**src/rtl/finisher_pkg.sv**
```systemverilog
package finisher_pkg;
  localparam int unsigned STAT_W = 16;

  localparam logic [STAT_W-1:0] ST_FAIL  = 16'h3333;
  localparam logic [STAT_W-1:0] ST_PASS  = 16'h5555;
  localparam logic [STAT_W-1:0] ST_RESET = 16'h7777;

  typedef enum logic [2:0] {
    CMD_NONE  = 3'd0,
    CMD_FAIL  = 3'd1,
    CMD_PASS  = 3'd2,
    CMD_RESET = 3'd3,
    CMD_ERROR = 3'd4
  } cmd_e;
endpackage

```
**src/rtl/finisher_decode.sv**
```systemverilog
module finisher_decode
  import finisher_pkg::*;
#(
  parameter int unsigned ADDR_W = 12,
  parameter int unsigned SIZE_W = 3,
  localparam int unsigned DATA_W = 2 * STAT_W
) (
  input  logic              sel,
  input  logic              wr,
  input  logic [ADDR_W-1:0] addr,
  input  logic [DATA_W-1:0] wdata,
  input  logic [SIZE_W-1:0] size,
  input  logic              locked,
  output cmd_e              cmd,
  output logic [STAT_W-1:0] code
);
  logic              size_ok;
  logic              full_word;
  logic [STAT_W-1:0] status;

  assign size_ok   = (size == SIZE_W'(2)) || (size == SIZE_W'(4));
  assign full_word = (size == SIZE_W'(4));
  assign status    = wdata[STAT_W-1:0];

  always_comb begin
    cmd  = CMD_NONE;
    code = full_word ? wdata[DATA_W-1:STAT_W] : '0;
    if (sel) begin
      if (!size_ok) begin
        cmd = CMD_ERROR;
      end else if (wr && !locked) begin
        if (addr != '0) begin
          cmd = CMD_ERROR;
        end else begin
          case (status)
            ST_FAIL:  cmd = CMD_FAIL;
            ST_PASS:  cmd = CMD_PASS;
            ST_RESET: cmd = CMD_RESET;
            default:  cmd = CMD_ERROR;
          endcase
        end
      end
    end
  end
endmodule

```
**src/rtl/finisher_state.sv**
```systemverilog
module finisher_state
  import finisher_pkg::*;
(
  input  logic              clk,
  input  logic              rst_n,
  input  cmd_e              cmd,
  input  logic [STAT_W-1:0] code,
  output logic              done,
  output logic              ok,
  output logic [STAT_W-1:0] code_q,
  output logic              rst_req,
  output logic              err
);
  logic              done_d, ok_d, rst_req_d, err_d;
  logic [STAT_W-1:0] code_d;
  logic              upd_en;

  always_comb begin
    done_d    = done;
    ok_d      = ok;
    code_d    = code_q;
    rst_req_d = 1'b0;
    err_d     = 1'b0;
    upd_en    = 1'b0;
    case (cmd)
      CMD_FAIL: begin
        upd_en = 1'b1;
        done_d = 1'b1;
        ok_d   = 1'b0;
        code_d = code;
      end
      CMD_PASS: begin
        upd_en = 1'b1;
        done_d = 1'b1;
        ok_d   = 1'b1;
        code_d = '0;
      end
      CMD_RESET: rst_req_d = 1'b1;
      CMD_ERROR: err_d     = 1'b1;
      default: ;
    endcase
  end

  always_ff @(posedge clk or negedge rst_n) begin
    if (!rst_n) begin
      done   <= 1'b0;
      ok     <= 1'b0;
      code_q <= '0;
    end else if (upd_en) begin
      done   <= done_d;
      ok     <= ok_d;
      code_q <= code_d;
    end
  end

  always_ff @(posedge clk or negedge rst_n) begin
    if (!rst_n) begin
      rst_req <= 1'b0;
      err     <= 1'b0;
    end else begin
      rst_req <= rst_req_d;
      err     <= err_d;
    end
  end

  assert_sticky_R9: assert property (@(posedge clk) disable iff (!rst_n)
    done |=> done && $stable(ok) && $stable(code_q));

  assert_pass_zero_R3: assert property (@(posedge clk) disable iff (!rst_n)
    ok |-> done && (code_q == '0));

  assert_pulse_excl_R5: assert property (@(posedge clk) disable iff (!rst_n)
    !(rst_req && err));

  assert_no_req_when_done_R4: assert property (@(posedge clk) disable iff (!rst_n)
    rst_req |-> !$past(done));
endmodule

```
**src/rtl/sim_finisher.sv**
```systemverilog
module sim_finisher
  import finisher_pkg::*;
#(
  parameter int unsigned ADDR_W = 12,
  parameter int unsigned SIZE_W = 3
) (
  input  logic              clk,
  input  logic              rst_n,
  input  logic              acc_sel,
  input  logic              acc_wr,
  input  logic [ADDR_W-1:0] acc_addr,
  input  logic [31:0]       acc_wdata,
  input  logic [SIZE_W-1:0] acc_size,
  output logic [31:0]       acc_rdata,
  output logic              acc_ready,
  output logic              run_done,
  output logic              run_ok,
  output logic [15:0]       exit_code,
  output logic              sys_rst_req,
  output logic              bad_access
);
  cmd_e              cmd;
  logic [STAT_W-1:0] cmd_code;

  assign acc_ready = acc_sel;
  assign acc_rdata = '0;

  finisher_decode #(.ADDR_W(ADDR_W), .SIZE_W(SIZE_W)) u_decode (
    .sel    (acc_sel),
    .wr     (acc_wr),
    .addr   (acc_addr),
    .wdata  (acc_wdata),
    .size   (acc_size),
    .locked (run_done),
    .cmd    (cmd),
    .code   (cmd_code)
  );

  finisher_state u_state (
    .clk     (clk),
    .rst_n   (rst_n),
    .cmd     (cmd),
    .code    (cmd_code),
    .done    (run_done),
    .ok      (run_ok),
    .code_q  (exit_code),
    .rst_req (sys_rst_req),
    .err     (bad_access)
  );

  assert_bad_size_R7: assert property (@(posedge clk) disable iff (!rst_n)
    (acc_sel && (acc_size != SIZE_W'(2)) && (acc_size != SIZE_W'(4)))
      |=> bad_access && $stable(run_done));

  assert_bad_offset_R6: assert property (@(posedge clk) disable iff (!rst_n)
    (acc_sel && acc_wr && !run_done && (acc_addr != '0) &&
     ((acc_size == SIZE_W'(2)) || (acc_size == SIZE_W'(4))))
      |=> bad_access && !run_done);

  assert_locked_quiet_R9: assert property (@(posedge clk) disable iff (!rst_n)
    (run_done && acc_sel && acc_wr &&
     ((acc_size == SIZE_W'(2)) || (acc_size == SIZE_W'(4))))
      |=> !bad_access && !sys_rst_req);
endmodule

```
**config.mk**
```make
export PLATFORM = sky130hd
export DESIGN_NAME = sim_finisher
export DESIGN_NICKNAME = d
export VERILOG_FILES = /design/src/rtl/finisher_pkg.sv /design/src/rtl/finisher_decode.sv /design/src/rtl/finisher_state.sv /design/src/rtl/sim_finisher.sv
export SDC_FILE = /design/constraint.sdc
export NUM_CORES = 1
export LEC_CHECK = 0
export ABC_AREA = 1
export BUFFER_PORTS_ARGS = -buffer_cell sky130_fd_sc_hd__clkbuf_2
export CAP_MARGIN = 20
export CORE_UTILIZATION = 45
export DETAILED_ROUTE_END_ITERATION = 12
export PLACE_DENSITY = 0.88
export SLEW_MARGIN = 15
export SYNTH_ARGS = -nofsm -noshare
export SYNTH_HDL_FRONTEND = slang
export SYNTH_SLANG_ARGS = --single-unit
```
**constraint.sdc**
```tcl
create_clock -name clk -period 3.7 [get_ports clk]
set_clock_uncertainty 0.2 [all_clocks]
set_input_delay 0 -clock clk [delete_from_list [all_inputs] [get_ports clk]]
set_output_delay 0 -clock clk [all_outputs]
set_load 0.02 [all_outputs]
```
==> impl_metrics.tcl, run 1 <==
set metrics [dict create \
    drv_slew 0 \
    hp-start "acc_size[2]" \
    die_area_um2 3600 \
    totalWireLength_um 3940 \
    synth_seq_area_share_pct 33.1 \
    gp_congestion 0.833 \
    synth.avg_cell_area_um2 7.14 \
    portBuffers 71 \
    cts.sinks 20 \
    crit_chain "inv_1 -> nand2_1 -> nor2_1 -> nand2_4 -> nor2_8 -> nand2_1 -> clkinv_1 -> nand2_4 -> nand2_1 -> nand2_1" \
    finalNetCount 352 \
    clk_pin_slew_ns 0.10 \
    track_usage_pct 22.9 \
    timing.hold.ws_ns 0.00975 \
    clock-root-buffer "clkbuf_4" \
    power_mw 0.426 \
    slowest_stage "dfrtp_1" \
    start_util_pct 48.4 \
    p_per_area_nw_per_um2 215 \
    area_delta_synth_final_pct 31.2 \
    ys_ff_latch 20 \
    r2r-start "u_state.done" \
    status "completed" \
    clk_path_buf_depth 2 \
    hold_path_class "in -> reg" \
    pwr-share-seq_pct 51.5 \
    synth_cell_type_count 21 \
    core-area_um2 3130 \
    finalSetupTns_ns 0 \
    drv_cap 0 \
    cp-end-kind "flop" \
    viasPerCell 4.54 \
    synthArstFlopShare_pct 100 \
    vdd_drop_max_mv 0.102 \
    die_h_um 60.0 \
    dr.pass1.iters 4 \
    p_sw_share_pct 29.9 \
    cp.required_ns 3.69 \
    finalSetupViolCount 0 \
    grt_max_degree 21 \
    detail-route-antenna-nets 0 \
    first_iter_violations 106 \
    cp_top_family "simple AND/OR/NAND/NOR gates" \
    leakagePower_nw 1.29 \
    worst_ep_arrival_time_ns 1.94 \
    power.switching_mw 0.127 \
    detailed_place_hpwl_um 2400 \
    drive_gt1_share_pct 31.4 \
    clock.fmax_ghz 0.514 \
    die_w_um 60.0 \
    grt_pass1_vias 1421 \
    path_buf_inv 2 \
    critPathKind "reg -> reg" \
    rsz0062_at_grt "no" \
    synth_edf_count 0 \
    critPathLaunch "u_state.done" \
    power.share.clock_pct 24.2 \
    hold_viol_final 0 \
    crit_path_start_kind "flop" \
    drc 0 \
    syn_inst 212 \
    slowest_delay_ns 0.40 \
    p_comb_share_pct 24.3 \
    worst_pin_slew_ns 0.880 \
    utilization_pct 63.4 \
    synth_area_um2 1510 \
    period_share_pct 52.5 \
    grt_pass1_wl_um 5940 \
    layout_common_cells "71 x clkbuf_2, 50 x nand2_1, 32 x nor2_1, 32 x conb_1, 30 x inv_1" \
    cp_common_cell "nand2_1" \
    ios 104 \
    cts_tree "done" \
    wl_per_cell_um 11.5 \
    dominantRegCellSynth "dfrtp_1" \
    overflow 0 \
    cellInternalPower_mw 0.298 \
    rows 20 \
    slew_headroom_pct 41.2 \
    cts.htree.levels 1 \
    synth_warnings 0 \
    crit_fanout 19 \
    period_needed_ns 1.94 \
    layout_commonest_cell "clkbuf_2" \
    numCtsBuffers 3 \
    clk_latency_ns 0.31 \
    vias 1561 \
    antenna_found_initial 0 \
]
cell usage after synthesis, types with 2 or more instances:
library cell,count,area (µm²)
inv_1,30,113
nand2_4,4,45.0
buf_2,2,10.0
nand2_1,50,188
clkbuf_1,2,7.51
buf_4,33,248
nand2_2,10,62.6
nand4_1,17,106
nor2_2,2,12.5
nor2_1,32,120
dfrtp_1,20,500
cells by family (layout without fill, tap and decap cells):
logic type	after synthesis	in the layout	synth area share, %
flops	20	20	33.1
other cells	1	33	0.248
simple gates	121	121	40.1
buf+inv	69	125	26.2
compound gates	1	1	0.331
path summary, 6_finish.rpt:
| path | end | slack [ns] | depth (start not counted) |
|---|---|---|---|
| max in group asynchronous | u_state.done | 2.09 | 3 |
| hold / removal | u_state.code_q[2] | 0.01 | 5 |
| min in group asynchronous | u_state.code_q[6] | 0.67 | 3 |
| hold reg to reg | u_state.code_q[9] | 0.29 | 2 |
| setup reg to reg | u_state.code_q[10] | 1.76 | 10 |
| setup / recovery | u_state.code_q[10] | 1.76 | 10 |
final cells by class:
type / instances / area [µm²]
Inverter: 31 / 116
Sequential cell: 20 / 500
Fill cell: 251 / 1140
Tap cell: 44 / 55.1
Antenna cell: 1 / 2.50
Clock buffer: 3 / 22.5
Timing Repair Buffer: 91 / 556
Multi-Input combinational cell: 154 / 732
layer usage:
| layer | global-route usage [%] | vias to the layer above | part of all wire [%] | wire, µm |
|---|---|---|---|---|
| met5 | 0 | - | 0 | 0 |
| met4 | 15.6 | 0 | 4.5 | 178 |
| met3 | 5.19 | 16 | 6.6 | 262 |
| met2 | 41.6 | 94 | 53 | 2090 |
| met1 | 23.0 | 694 | 36 | 1410 |
| li1 | - | 757 | - | - |
repair_timing:
action	in CTS	in global routing
gates resized for setup	0	0
hold buffers	20	0
setup buffers	0	0
endpoints found under the hold margin	37	0
registers in the layout, summed over array words and instances, names as in the netlist:
register / count
u_state.code_q: 16
u_state.done: 1
u_state.err: 1
u_state.ok: 1
u_state.rst_req: 1
tightest hold or removal path, stage by stage:
cell and delay, ns:
clkbuf_2 0.11, nand2_4 0.19, nor2_1 0.06, nand4_1 0.07
nand2_1 0.05
power groups by stage:
stage / clock [mW] / sequential (mW) / combinational, mW
after floorplan: 0 / 0.225 / 0.0738
after global placement: 0 / 0.224 / 0.0822
after detailed placement: 0 / 0.224 / 0.0834
after CTS: 0.102 / 0.219 / 0.100
after global routing: 0.112 / 0.219 / 0.114
final: 0.103 / 0.219 / 0.104
through the flow:
| stage | setup WS (ns) | instances | area, µm² |
|---|---|---|---|
| 2_1_floorplan | 1.95 | 243 | 1630 |
| 3_3_place_gp | 1.96 | 320 | 1760 |
| 6_report | 1.76 | 344 | 1980 |
| 4_1_cts | 1.85 | 343 | 1980 |
| 5_1_grt | 1.69 | 343 | 1980 |
| 3_5_place_dp | 1.87 | 320 | 1760 |
(Power assumes the default switching activity.)
==> inputs of run 2 (changes only) <==
Settings changed: CORE_UTILIZATION 45 to 38, PLACE_DENSITY 0.88 to 0.79.
Clock period 3.7 ns to 1.7 ns, I/O delays scaled along.
==> impl_metrics.tcl, run 2 (synthesized netlist as in run 1, its figures left out) <==
set metrics [dict create \
    cts.sinks 20 \
    slew_headroom_pct 66.0 \
    hold_viol_final 0 \
    worst_pin_slew_ns 0.511 \
    crit_chain "inv_2 -> nand2_4 -> nor2_4 -> nand2_4 -> nor2_8 -> nand2_2 -> clkinvlp_4 -> nand2_4 -> nand2_1 -> nand2_1" \
    grt_max_degree 21 \
    drive_gt1_share_pct 37.8 \
    overflow 0 \
    totalWireLength_um 3780 \
    largest-register "u_state.code_q" \
    antenna_found_initial 0 \
    fin_area_um2 2150 \
    detailed_place_hpwl_um 2370 \
    area_delta_synth_final_pct 42.4 \
    path_buf_inv 2 \
    worst_ep_arrival_time_ns 1.63 \
    cts_tree "done" \
    layout_commonest_cell "clkbuf_2" \
    cp_common_cell "nand2_4" \
    cts.htree.levels 1 \
    pre_cts_slack_ns 0.0755 \
    clk_latency_ns 0.26 \
    numCtsBuffers 3 \
    cp-end-kind "flop" \
    clock-root-buffer "clkbuf_8" \
    leakagePower_nw 1.35 \
    detail-route-antenna-nets 0 \
    cp.required_ns 1.65 \
    period_needed_ns 1.68 \
    dr.pass1.iters 5 \
    status "completed" \
    largest_reg_flops 16 \
    vias 1520 \
    rows 22 \
    die_h_um 65.1 \
    slowest_delay_ns 0.42 \
    drv_slew 0 \
    finalNetCount 359 \
    first_iter_violations 65 \
    cp_top_family "simple AND/OR/NAND/NOR gates" \
    core-area_um2 3740 \
    viasPerCell 4.28 \
    gp_congestion 0.783 \
    antenna_cells 0 \
    drc 0 \
    dpl_cell_area_um2 1790 \
    drv_cap 0 \
    rsz0062_at_grt "yes" \
    wl_per_cell_um 10.6 \
    critPathKind "reg -> reg" \
    portBuffers 71 \
    layout_common_cells "71 x clkbuf_2, 41 x nand2_1, 32 x conb_1" \
    p_per_area_nw_per_um2 549 \
    ios 104 \
    finalSetupViolCount 0 \
    start_util_pct 40.4 \
    period_share_pct 98.8 \
    clock.fmax_ghz 0.595 \
    die_w_um 65.1 \
    vdd_drop_max_mv 0.267 \
    crit_path_start_kind "flop" \
    clk_path_buf_depth 2 \
    setup_slack_ns 0.0200 \
    grt_pass1_wl_um 5620 \
    track_usage_pct 17.1 \
    clk_pin_slew_ns 0.07 \
    hold_path_class "in -> reg" \
    slowest_stage "dfrtp_2" \
    crit_fanout 4 \
    grt_pass1_vias 1354 \
    die_area_um2 4240 \
]
[run 2: layer usage]
layer | track usage [%] | part of all wire [%]
met1 | 19.2 | 38
met2 | 31.3 | 53
met3 | 2.26 | 5.9
met4 | 8.97 | 2.4
met5 | 0 | 0
[run 2: timing repair]
action,4_1_cts,5_1_grt
hold buffers,19,0
setup buffers,0,2
setup endpoints to repair,0,18
endpoints found under the hold margin,37,0
resized for setup,0,15
[run 2: area by class of cell]
| cell class | count | area [µm²] |
|---|---|---|
| clock buffer | 3 | 41.3 |
| clock inverter | 1 | 30.0 |
| fill | 353 | 1590 |
| inverter | 31 | 120 |
| multi-input combinational | 157 | 818 |
| sequential | 20 | 502 |
| tap | 48 | 60.1 |
| timing repair buffer | 95 | 583 |
[run 2: through the flow]
stage / cells / power [mW] / TNS (ns) / hold WS [ns] / util (%)
floorplan: 243 / 0.650 / 0 / -0.496 / -
global placement: 327 / 0.667 / 0 / -0.219 / 47.8
detailed placement: 327 / 0.669 / 0 / -0.212 / 47.8
CTS: 350 / 1.18 / 0 / 0.0382 / 54.8
global route: 355 / 1.24 / -0.552 / 0.0497 / 57.6
finish: 355 / 1.18 / 0 / 0.0214 / 57.6
[run 2: worst register-to-register path: stages (launching register included)]
cell and delay, ns:
dfrtp_2 0.42, inv_2 0.08, nand2_4 0.05, nor2_4 0.11, nand2_4 0.07, nor2_8 0.11, nand2_2 0.07, clkinvlp_4 0.22
nand2_4 0.11, nand2_1 0.08, nand2_1 0.05
[run 2: worst paths after layout]
kind                                       to          startpoint  depth (start not counted)  slack, ns
min reg2reg                u_state.code_q[15]  u_state.code_q[15]                          2       0.27
min                                u_state.ok              acc_wr                          7       0.02
max in group asynchronous        u_state.done               rst_n                          2       0.88
max reg2reg                 u_state.code_q[7]        u_state.done                         10       0.02
min in group asynchronous   u_state.code_q[1]               rst_n                          2       0.04
max                         u_state.code_q[7]        u_state.done                         10       0.02
[run 2: power by group]
part	total [mW]	internal, mW	switching (mW)
registers	0.477	0.477	0.000409
logic	0.223	0.0877	0.135
clock network	0.484	0.314	0.169
